## config.mk

```make
export PLATFORM = sky130hd
export DESIGN_NAME = nvs_ctrl
export DESIGN_NICKNAME = d
export VERILOG_FILES = /design/src/rtl/nvs_pkg.sv /design/src/rtl/nvs_req_arb.sv /design/src/rtl/nvs_prog_timer.sv /design/src/rtl/nvs_cell.sv /design/src/rtl/nvs_ctrl.sv
export SDC_FILE = /design/constraint.sdc
export NUM_CORES = 1
export LEC_CHECK = 0
export BUFFER_PORTS_ARGS = -buffer_cell sky130_fd_sc_hd__buf_2
export CAP_MARGIN = 15
export CORE_AREA = 8 8 84 86
export DETAILED_ROUTE_END_ITERATION = 16
export DIE_AREA = 0 0 92 94
export PLACE_DENSITY_LB_ADDON = 0.05
export SETUP_SLACK_MARGIN = 0.4
export SYNTH_ARGS = -nofsm -noshare
export SYNTH_HDL_FRONTEND = slang
export SYNTH_SLANG_ARGS = --single-unit
```

## constraint.sdc

```tcl
create_clock -name clk -period 2.7 [get_ports clk]
set_clock_uncertainty 0.1 [all_clocks]
set_input_delay 0.27 -clock clk [delete_from_list [all_inputs] [get_ports clk]]
set_output_delay 0.27 -clock clk [all_outputs]
set_load 0.01 [all_outputs]
```

## src/rtl/nvs_pkg.sv

```systemverilog
package nvs_pkg;
  typedef enum logic [1:0] {
    REQ_NONE = 2'd0,
    REQ_REG  = 2'd1,
    REQ_NV   = 2'd2
  } req_kind_e;
endpackage

```

## src/rtl/nvs_req_arb.sv

```systemverilog
module nvs_req_arb
  import nvs_pkg::*;
(
  input  logic      wr_reg,
  input  logic      wr_nv,
  input  logic      nv_unlock,
  input  logic      busy,
  output req_kind_e kind
);
  // Store requests win over register writes; protection degrades them to register writes.
  always_comb begin
    if (busy)                    kind = REQ_NONE;
    else if (wr_nv && nv_unlock) kind = REQ_NV;
    else if (wr_nv || wr_reg)    kind = REQ_REG;
    else                         kind = REQ_NONE;
  end
endmodule

```

## src/rtl/nvs_prog_timer.sv

```systemverilog
module nvs_prog_timer #(
  parameter int PROG_CYCLES = 15_000_000
) (
  input  logic clk,
  input  logic rst,
  input  logic start,
  output logic busy,
  output logic done
);
  localparam int CNT_W = $clog2(PROG_CYCLES + 1);
  localparam logic [CNT_W-1:0] LAST = CNT_W'(PROG_CYCLES - 1);

  logic [CNT_W-1:0] cnt_q;
  logic             busy_q;

  assign busy = busy_q;
  assign done = busy_q && (cnt_q == LAST);

  always_ff @(posedge clk) begin
    if (rst) begin
      busy_q <= 1'b0;
      cnt_q  <= '0;
    end else if (start) begin
      busy_q <= 1'b1;
      cnt_q  <= '0;
    end else if (done) begin
      busy_q <= 1'b0;
      cnt_q  <= '0;
    end else if (busy_q) begin
      cnt_q  <= cnt_q + 1'b1;
    end
  end


  start_when_idle_chk: assert property (@(posedge clk) disable iff (rst)
    start |-> !busy_q);


  done_ends_busy_chk: assert property (@(posedge clk) disable iff (rst)
    done |=> !busy_q);


  count_bound_chk: assert property (@(posedge clk) disable iff (rst)
    busy_q |-> (cnt_q <= LAST));
endmodule

```

## src/rtl/nvs_cell.sv

```systemverilog
module nvs_cell #(
  parameter int          W       = 7,
  parameter logic [W-1:0] NV_INIT = '0
) (
  input  logic         clk,
  input  logic         load,
  input  logic [W-1:0] din,
  output logic [W-1:0] dout
);
  // Deliberately not reset: models retained content.
  logic [W-1:0] mem_q = NV_INIT;

  always_ff @(posedge clk) begin
    if (load) mem_q <= din;
  end

  assign dout = mem_q;
endmodule

```

## src/rtl/nvs_ctrl.sv

```systemverilog
module nvs_ctrl
  import nvs_pkg::*;
#(
  parameter int           W           = 7,
  parameter int           PROG_CYCLES = 15_000_000,
  parameter logic [W-1:0] NV_INIT     = W'(64)
) (
  input  logic         clk,
  input  logic         rst,
  input  logic         nv_unlock,
  input  logic         wr_reg,
  input  logic         wr_nv,
  input  logic [W-1:0] wr_data,
  output logic [W-1:0] dac_code,
  output logic [W-1:0] nv_value,
  output logic         busy,
  output logic         lock_flag,
  output logic         alt_clk_en
);
  req_kind_e    kind;
  logic         done;
  logic [W-1:0] dac_q;
  logic [W-1:0] pend_q;
  logic [W-1:0] cell_q;

  nvs_req_arb u_arb (
    .wr_reg    (wr_reg),
    .wr_nv     (wr_nv),
    .nv_unlock (nv_unlock),
    .busy      (busy),
    .kind      (kind)
  );

  nvs_prog_timer #(.PROG_CYCLES(PROG_CYCLES)) u_timer (
    .clk   (clk),
    .rst   (rst),
    .start (kind == REQ_NV),
    .busy  (busy),
    .done  (done)
  );

  nvs_cell #(.W(W), .NV_INIT(NV_INIT)) u_cell (
    .clk  (clk),
    .load (done && !rst),
    .din  (pend_q),
    .dout (cell_q)
  );

  always_ff @(posedge clk) begin
    if (rst) begin
      dac_q  <= cell_q;
      pend_q <= cell_q;
    end else begin
      unique case (kind)
        REQ_REG: dac_q <= wr_data;
        REQ_NV: begin
          dac_q  <= wr_data;
          pend_q <= wr_data;
        end
        default: ;
      endcase
    end
  end

  assign dac_code   = dac_q;
  assign nv_value   = cell_q;
  assign lock_flag  = !nv_unlock;
  assign alt_clk_en = nv_unlock;


  accept_raises_busy_chk: assert property (@(posedge clk) disable iff (rst)
    (wr_nv && nv_unlock && !busy) |=> busy);


  protect_no_prog_chk: assert property (@(posedge clk) disable iff (rst)
    (!busy && !nv_unlock) |=> !busy);


  busy_dac_hold_chk: assert property (@(posedge clk) disable iff (rst)
    busy |=> $stable(dac_code));


  idle_dac_hold_chk: assert property (@(posedge clk) disable iff (rst)
    (!wr_reg && !wr_nv) |=> $stable(dac_code));


  nv_idle_hold_chk: assert property (@(posedge clk) disable iff (rst)
    !busy |=> $stable(nv_value));
endmodule

```

Word-level counts from Yosys, hierarchy flattened
Cells that the tools add are included.
{"block": "totals", "register_bits": 46, "in_bits": 12, "output_inout_bits": 17}
{"block": "op_classes", "n_addsub": 1, "eq_ne": 3, "n_mux": 9, "reduce_logical": 11}
{"cell": "2-to-1 mux 7 bit", "count": 4}
{"cell": "adder 24 x 1 -> 24 bit, second input constant", "count": 1}
{"cell": "equality test 24 bit, second input constant", "count": 1}
{"cell": "nonzero test 2 bit", "count": 3}
{"cell": "2-to-1 mux 2 bit", "count": 2}
{"cell": "logical AND 1 bit", "count": 3}
{"cell": "2-to-1 mux 1 bit", "count": 3}
{"cell": "OR reduction 3 bit", "count": 1}
{"cell": "equality test 2 x 1 -> 1 bit, second input constant", "count": 1}
{"cell": "equality test 2 bit, second input constant", "count": 1}
{"cell": "logical NOT 1 bit", "count": 2}
{"cell": "OR reduction 2 bit", "count": 1}
{"cell": "logical OR 1 bit", "count": 1}

Logic depth before layout (Yosys ltp)
{"block": "logic_depth", "word_depth": 8, "mapped_depth": 8, "mapped_depth_nobuf": 7}

Cells and area by module
Synthesis repeated with hierarchy kept, for this count alone.
{"block": "unflattened", "hier_cells": 186, "hier_area_um2": 2072.0}
{"mod": "nvs_prog_timer", "n_inst": 1, "cells_per_inst": 145, "area_per_inst_um2": 1248.7, "seq_area_each_um2": 500.5}
{"mod": "nvs_ctrl", "n_inst": 1, "cells_per_inst": 29, "area_per_inst_um2": 584.3, "seq_area_each_um2": 420.4}
{"mod": "nvs_cell", "n_inst": 1, "cells_per_inst": 7, "area_per_inst_um2": 210.2, "seq_area_each_um2": 210.2}
{"mod": "nvs_req_arb", "n_inst": 1, "cells_per_inst": 5, "area_per_inst_um2": 28.8, "seq_area_each_um2": 0.0}

Worst setup path before layout
No wires, ideal clock.
{"block": "synth_timing", "path_kind": "reg-to-reg", "start": "register u_timer.cnt_q[0]", "end": "register u_cell.mem_q[0], in the netlist u_cell.dout[0], enable pin", "arrival_time_ns": 1.693, "path_slack_ns": 0.517, "stages_incl_launch_ff": 5, "n_path_buf": 0, "path_cell_list": "dfxtp_1 -> ha_1 -> nor4b_1 -> nand3b_1 -> nor4_1"}
{"block": "synth_between", "elab_chain_cells": 3}
{"element": "from (decl)", "line_no": "nvs_prog_timer.sv:13", "rtl": "logic [CNT_W-1:0] cnt_q;"}
{"element": "from (signal assigned)", "line_no": "nvs_prog_timer.sv:30", "rtl": "cnt_q <= cnt_q + 1'b1;"}
{"element": "equality test 24 bit", "line_no": "nvs_prog_timer.sv:17", "rtl": "assign done = busy_q && (cnt_q == LAST);"}
{"element": "logical AND 1 bit", "line_no": "nvs_prog_timer.sv:17"}
{"element": "logical AND 1 bit", "line_no": "nvs_ctrl.sv:44", "rtl": ".load (done && !rst),"}
{"element": "named net u_cell.load", "line_no": "nvs_cell.sv:6", "rtl": "input logic load,"}
{"element": "to (signal assigned)", "line_no": "nvs_cell.sv:14", "rtl": "if (load) mem_q <= din;"}
{"element": "to (decl)", "line_no": "nvs_cell.sv:11", "rtl": "logic [W-1:0] mem_q = NV_INIT;"}
The timed path passes the listed nets, and every way through them passes these cells.
A chain may end at the register's enable or synchronous reset.

Worst setup path after layout
{"block": "layout_timing", "start": "register u_timer.busy_q, in the netlist u_timer.busy", "end": "register u_timer.cnt_q[0]"}
{"block": "layout_between", "elab_chain_cells": 3, "word_cells_on_any_way": 4, "classes_between": "eq/ne (1); mux (1); reduce/logical (2)"}
{"element": "from (decl)", "line_no": "nvs_prog_timer.sv:14", "rtl": "logic busy_q;"}
{"element": "from (signal assigned)", "line_no": "nvs_prog_timer.sv:21", "rtl": "busy_q <= 1'b0;"}
{"element": "from (signal assigned)", "line_no": "nvs_prog_timer.sv:24", "rtl": "busy_q <= 1'b1;"}
{"element": "from (signal assigned)", "line_no": "nvs_prog_timer.sv:27", "rtl": "busy_q <= 1'b0;"}
{"element": "2-to-1 mux 2 bit", "line_no": "nvs_req_arb.sv:12", "rtl": "if (busy) kind = REQ_NONE;"}
{"element": "equality test 2 bit", "line_no": "nvs_ctrl.sv:37", "rtl": ".start (kind == REQ_NV),"}
{"element": "named net u_timer.start", "line_no": "nvs_prog_timer.sv:6", "rtl": "input logic start,"}
{"element": "OR reduction 3 bit (no line)"}
The timed path passes the listed nets, and every way through them passes these cells.

==> metrics.txt <==
# TYPE chip_impl_metric gauge
chip_impl_metric{name="max_slew.worst_pin.slew",unit="ps"} 451
chip_impl_metric{name="port-buffer-count",unit=""} 28
chip_impl_info{name="worst_setup_path_end_kind",value="flop"} 1
chip_impl_info{name="ys.flop_type",value="dfxtp_1"} 1
chip_impl_metric{name="track_usage",unit="%"} 9.42
chip_impl_metric{name="post_cts.resized_instances",unit=""} 0
chip_impl_metric{name="slew_violations",unit=""} 0
chip_impl_metric{name="post-cts-setup-buffer-count",unit=""} 0
chip_impl_metric{name="core-area",unit="mm²"} 0.00575
chip_impl_metric{name="hold_buffers",unit=""} 0
chip_impl_metric{name="gp_routability_congestion",unit=""} 0.786
chip_impl_metric{name="totalNegativeSetupSlack",unit="ps"} 0
chip_impl_metric{name="die-width",unit="µm"} 92
chip_impl_metric{name="layout-area-overhead-vs-synth",unit="%"} 14.9
chip_impl_metric{name="layout.nets",unit=""} 220
chip_impl_metric{name="ant_nets",unit=""} 0
chip_impl_metric{name="rows",unit=""} 28
chip_impl_metric{name="ir_drop",unit="V"} 0.000200
chip_impl_info{name="run_status",value="finished, final reports clean"} 1
chip_impl_metric{name="post_detailed_route_wirelength_per_cell",unit="µm"} 13.9
chip_impl_metric{name="setup_viol_count_final",unit=""} 0
chip_impl_info{name="critical_path.startpoint_type",value="flop"} 1
chip_impl_metric{name="drt_wl_total",unit="mm"} 3.91
chip_impl_metric{name="synth.cell_area",unit="mm²"} 0.00199
chip_impl_metric{name="synth_simple_gate_area_share",unit="%"} 20.1
chip_impl_metric{name="fillers",unit=""} 575
chip_impl_metric{name="remaining_drc_errors",unit=""} 0
chip_impl_info{name="most-common-layout-cells",value="buf_2, dfxtp_1, edfxtp_1"} 1
chip_impl_metric{name="post_synth_mux_area_share",unit="%"} 4.53
chip_impl_metric{name="multi_input_comb_area",unit="µm²"} 787
chip_impl_metric{name="die_height",unit="µm"} 94
chip_impl_metric{name="cts_buffers",unit=""} 5
chip_impl_info{name="cts-root-buf",value="clkbuf_8"} 1
chip_impl_metric{name="max_buffers_root_to_sink",unit=""} 2
chip_impl_metric{name="route.vias.total",unit=""} 1427
chip_impl_metric{name="antenna_violations_before_repair",unit=""} 0
chip_impl_metric{name="synth.net_count",unit=""} 189
chip_impl_metric{name="drtIter0Drc",unit=""} 42
chip_impl_metric{name="ys_seq_area_share",unit="%"} 56.9
chip_impl_metric{name="clock_insertion_delay_worst_skew",unit="ps"} 290
chip_impl_metric{name="grt_overflow_total",unit=""} 0
chip_impl_info{name="criticalPathCategory",value="flop to flop"} 1
chip_impl_metric{name="timing.fmax",unit="MHz"} 480
chip_impl_metric{name="synth-edff-count",unit=""} 21
chip_impl_metric{name="synthesis.yosys.warnings",unit=""} 0
chip_impl_metric{name="worst_hold_slack",unit="ps"} 195
chip_impl_metric{name="grt_start_max_net_pins",unit=""} 20
chip_impl_metric{name="initial_core_util",unit="%"} 34.6
chip_impl_metric{name="cts.sinks",unit=""} 46
chip_impl_metric{name="synth-compound-area-share",unit="%"} 8.37
chip_impl_metric{name="worst-path-max-fanout",unit=""} 11
chip_impl_metric{name="final.period_utilization",unit="%"} 77.1
chip_impl_metric{name="total_leakage_power",unit="nW"} 0.786
chip_impl_metric{name="report.final.hold_viol_count",unit=""} 0
chip_impl_metric{name="insertedDiodeCount",unit=""} 0
chip_impl_metric{name="drv.max_cap_violation_count",unit=""} 0
chip_impl_metric{name="global_route_wire_length_before_repair",unit="mm"} 6.63
chip_impl_metric{name="critPathRequiredTime",unit="ps"} 2800
chip_impl_metric{name="synth_cells",unit=""} 175
chip_impl_metric{name="ys_ff_latch",unit=""} 46
chip_impl_metric{name="io_pins",unit=""} 29
chip_impl_metric{name="power.density_cell_area",unit="mW/mm²"} 542
chip_impl_metric{name="final_layout_size_suffix_gt1_share",unit="%"} 24.6
chip_impl_metric{name="final_period_minus_worst_setup_slack",unit="ps"} 2080
chip_impl_metric{name="timing.critical_path.arrival",unit="ps"} 2180
chip_impl_metric{name="synth-xor-area-share",unit="%"} 5.29
chip_impl_metric{name="slew_headroom",unit="%"} 69.8
chip_impl_metric{name="tritonroute_pass_1_iters",unit=""} 4
chip_impl_info{name="holdCritPathClass",value="primary input to flop"} 1
chip_impl_metric{name="clk_transition_reported_paths",unit="ps"} 90
chip_impl_info{name="layout.cells.most_common",value="buf_2"} 1
chip_impl_metric{name="register_area",unit="mm²"} 0.00113
chip_impl_metric{name="post_synth_fa_ha_maj_area_fraction",unit="%"} 1.26
chip_impl_metric{name="syn_area_per_cell",unit="µm²"} 11.4
chip_impl_info{name="cts_tree",value="done"} 1
chip_impl_metric{name="detail_route.vias_per_cell",unit=""} 5.06
chip_impl_metric{name="number_of_unique_standard_cell_types_used_by_synthesis",unit=""} 33
chip_impl_metric{name="die_area",unit="mm²"} 0.00865
chip_impl_metric{name="htreeDepth",unit=""} 2
chip_impl_metric{name="synth-async-reset-ratio",unit="%"} 0
chip_impl_metric{name="dp_hpwl",unit="mm"} 2.89
chip_impl_info{name="synth_top_family_by_area",value="simple AND/OR/NAND/NOR gates"} 1
chip_impl_info{name="grt_setup_unrepaired",value="no"} 1
chip_impl_metric{name="number_of_global_route_vias_before_repair",unit=""} 1350
per-stage QoR:
step	cells	total power, mW	area [µm²]	utilization, %	setup WS, ps
floorplan	175	0.814	1990	-	517
global placement	274	0.844	2190	38.2	656
detailed placement	274	0.846	2190	38.2	569
CTS	282	1.26	2280	39.7	521
global route	282	1.30	2280	39.7	470
finish	282	1.24	2280	39.7	619
path summary, 6_finish.rpt:
check	from	end	slack, ps	cells past startpoint
worst max register to register	u_timer.busy	u_timer.cnt_q[0]	620	6
worst min-delay path	wr_data[1]	dac_code[1]	200	2
worst min register to register	pend_q[2]	u_cell.dout[2]	320	0
worst max-delay path	u_timer.busy	u_timer.cnt_q[0]	620	6
Yosys cell counts, types with 2 or more instances:
library cell | n | area, µm²
dfxtp_1 | 25 | 500
edfxtp_1 | 21 | 631
nor2_1 | 14 | 52.6
a21oi_1 | 11 | 55.1
nand2_1 | 11 | 41.3
o31ai_1 | 10 | 75.1
or4_1 | 9 | 67.6
mux2_2 | 8 | 90.1
nand4_1 | 8 | 50.1
xor2_1 | 8 | 70.1
inv_1 | 7 | 26.3
nand3_1 | 6 | 30.0
xnor2_1 | 4 | 35.0
and3_1 | 3 | 18.8
nor4b_1 | 3 | 26.3
o21ai_0 | 3 | 15.0
and2_1 | 2 | 12.5
and4_1 | 2 | 17.5
buf_6 | 2 | 22.5
ha_1 | 2 | 25.0
nand4_2 | 2 | 25.0
nor3_1 | 2 | 10.0
nor4_1 | 2 | 12.5
worst max-delay path: stages (launching register included):
cell and delay [ps]:
dfxtp_1 440, inv_1 160, and3_1 180, ha_1 200, nor2_1 380, inv_2 230, o31ai_1 290
report_power, final:
group	leakage, nW	switching, mW	internal, mW
Sequential	0.405	0.00665	0.750
Clock	0.0441	0.227	0.182
Combinational	0.337	0.0436	0.0277
cell families (layout without fill, tap and decap cells):
kind of cell / Yosys count / in the layout
XOR/XNOR: 12 / 12
AO/OA/AOI/OAI: 25 / 25
flip-flops: 46 / 46
adder cells (fa/ha/maj): 2 / 2
buffers and inverters: 13 / 45
multiplexers: 8 / 8
AND/OR/NAND/NOR: 69 / 69
cell type report:
class	count	area share, %
Clock buffer	5	3.01
Clock inverter	3	0.932
Multi-Input combinational cell	116	34.5
Sequential cell	46	49.5
Inverter	7	1.15
Timing Repair Buffer	30	6.79
Tap cell	75	4.11
metal layers:
layer / routed length [µm] / global-route usage, % / vias to the layer above
met2: 1840 / 15.3 / 29
li1: - / - / 718
met4: 61 / 4.03 / 0
met1: 1720 / 10.9 / 674
met3: 285 / 3.52 / 6
met5: 0 / 0 / -
sequential cells by signal (all words and copies together) (netlist names):
| name | count |
|---|---|
| u_timer.cnt_q | 24 |
| dac_code | 7 |
| pend_q | 7 |
| u_cell.dout | 7 |
| u_timer.busy | 1 |
No activity file was read; power rests on OpenSTA's default activity.
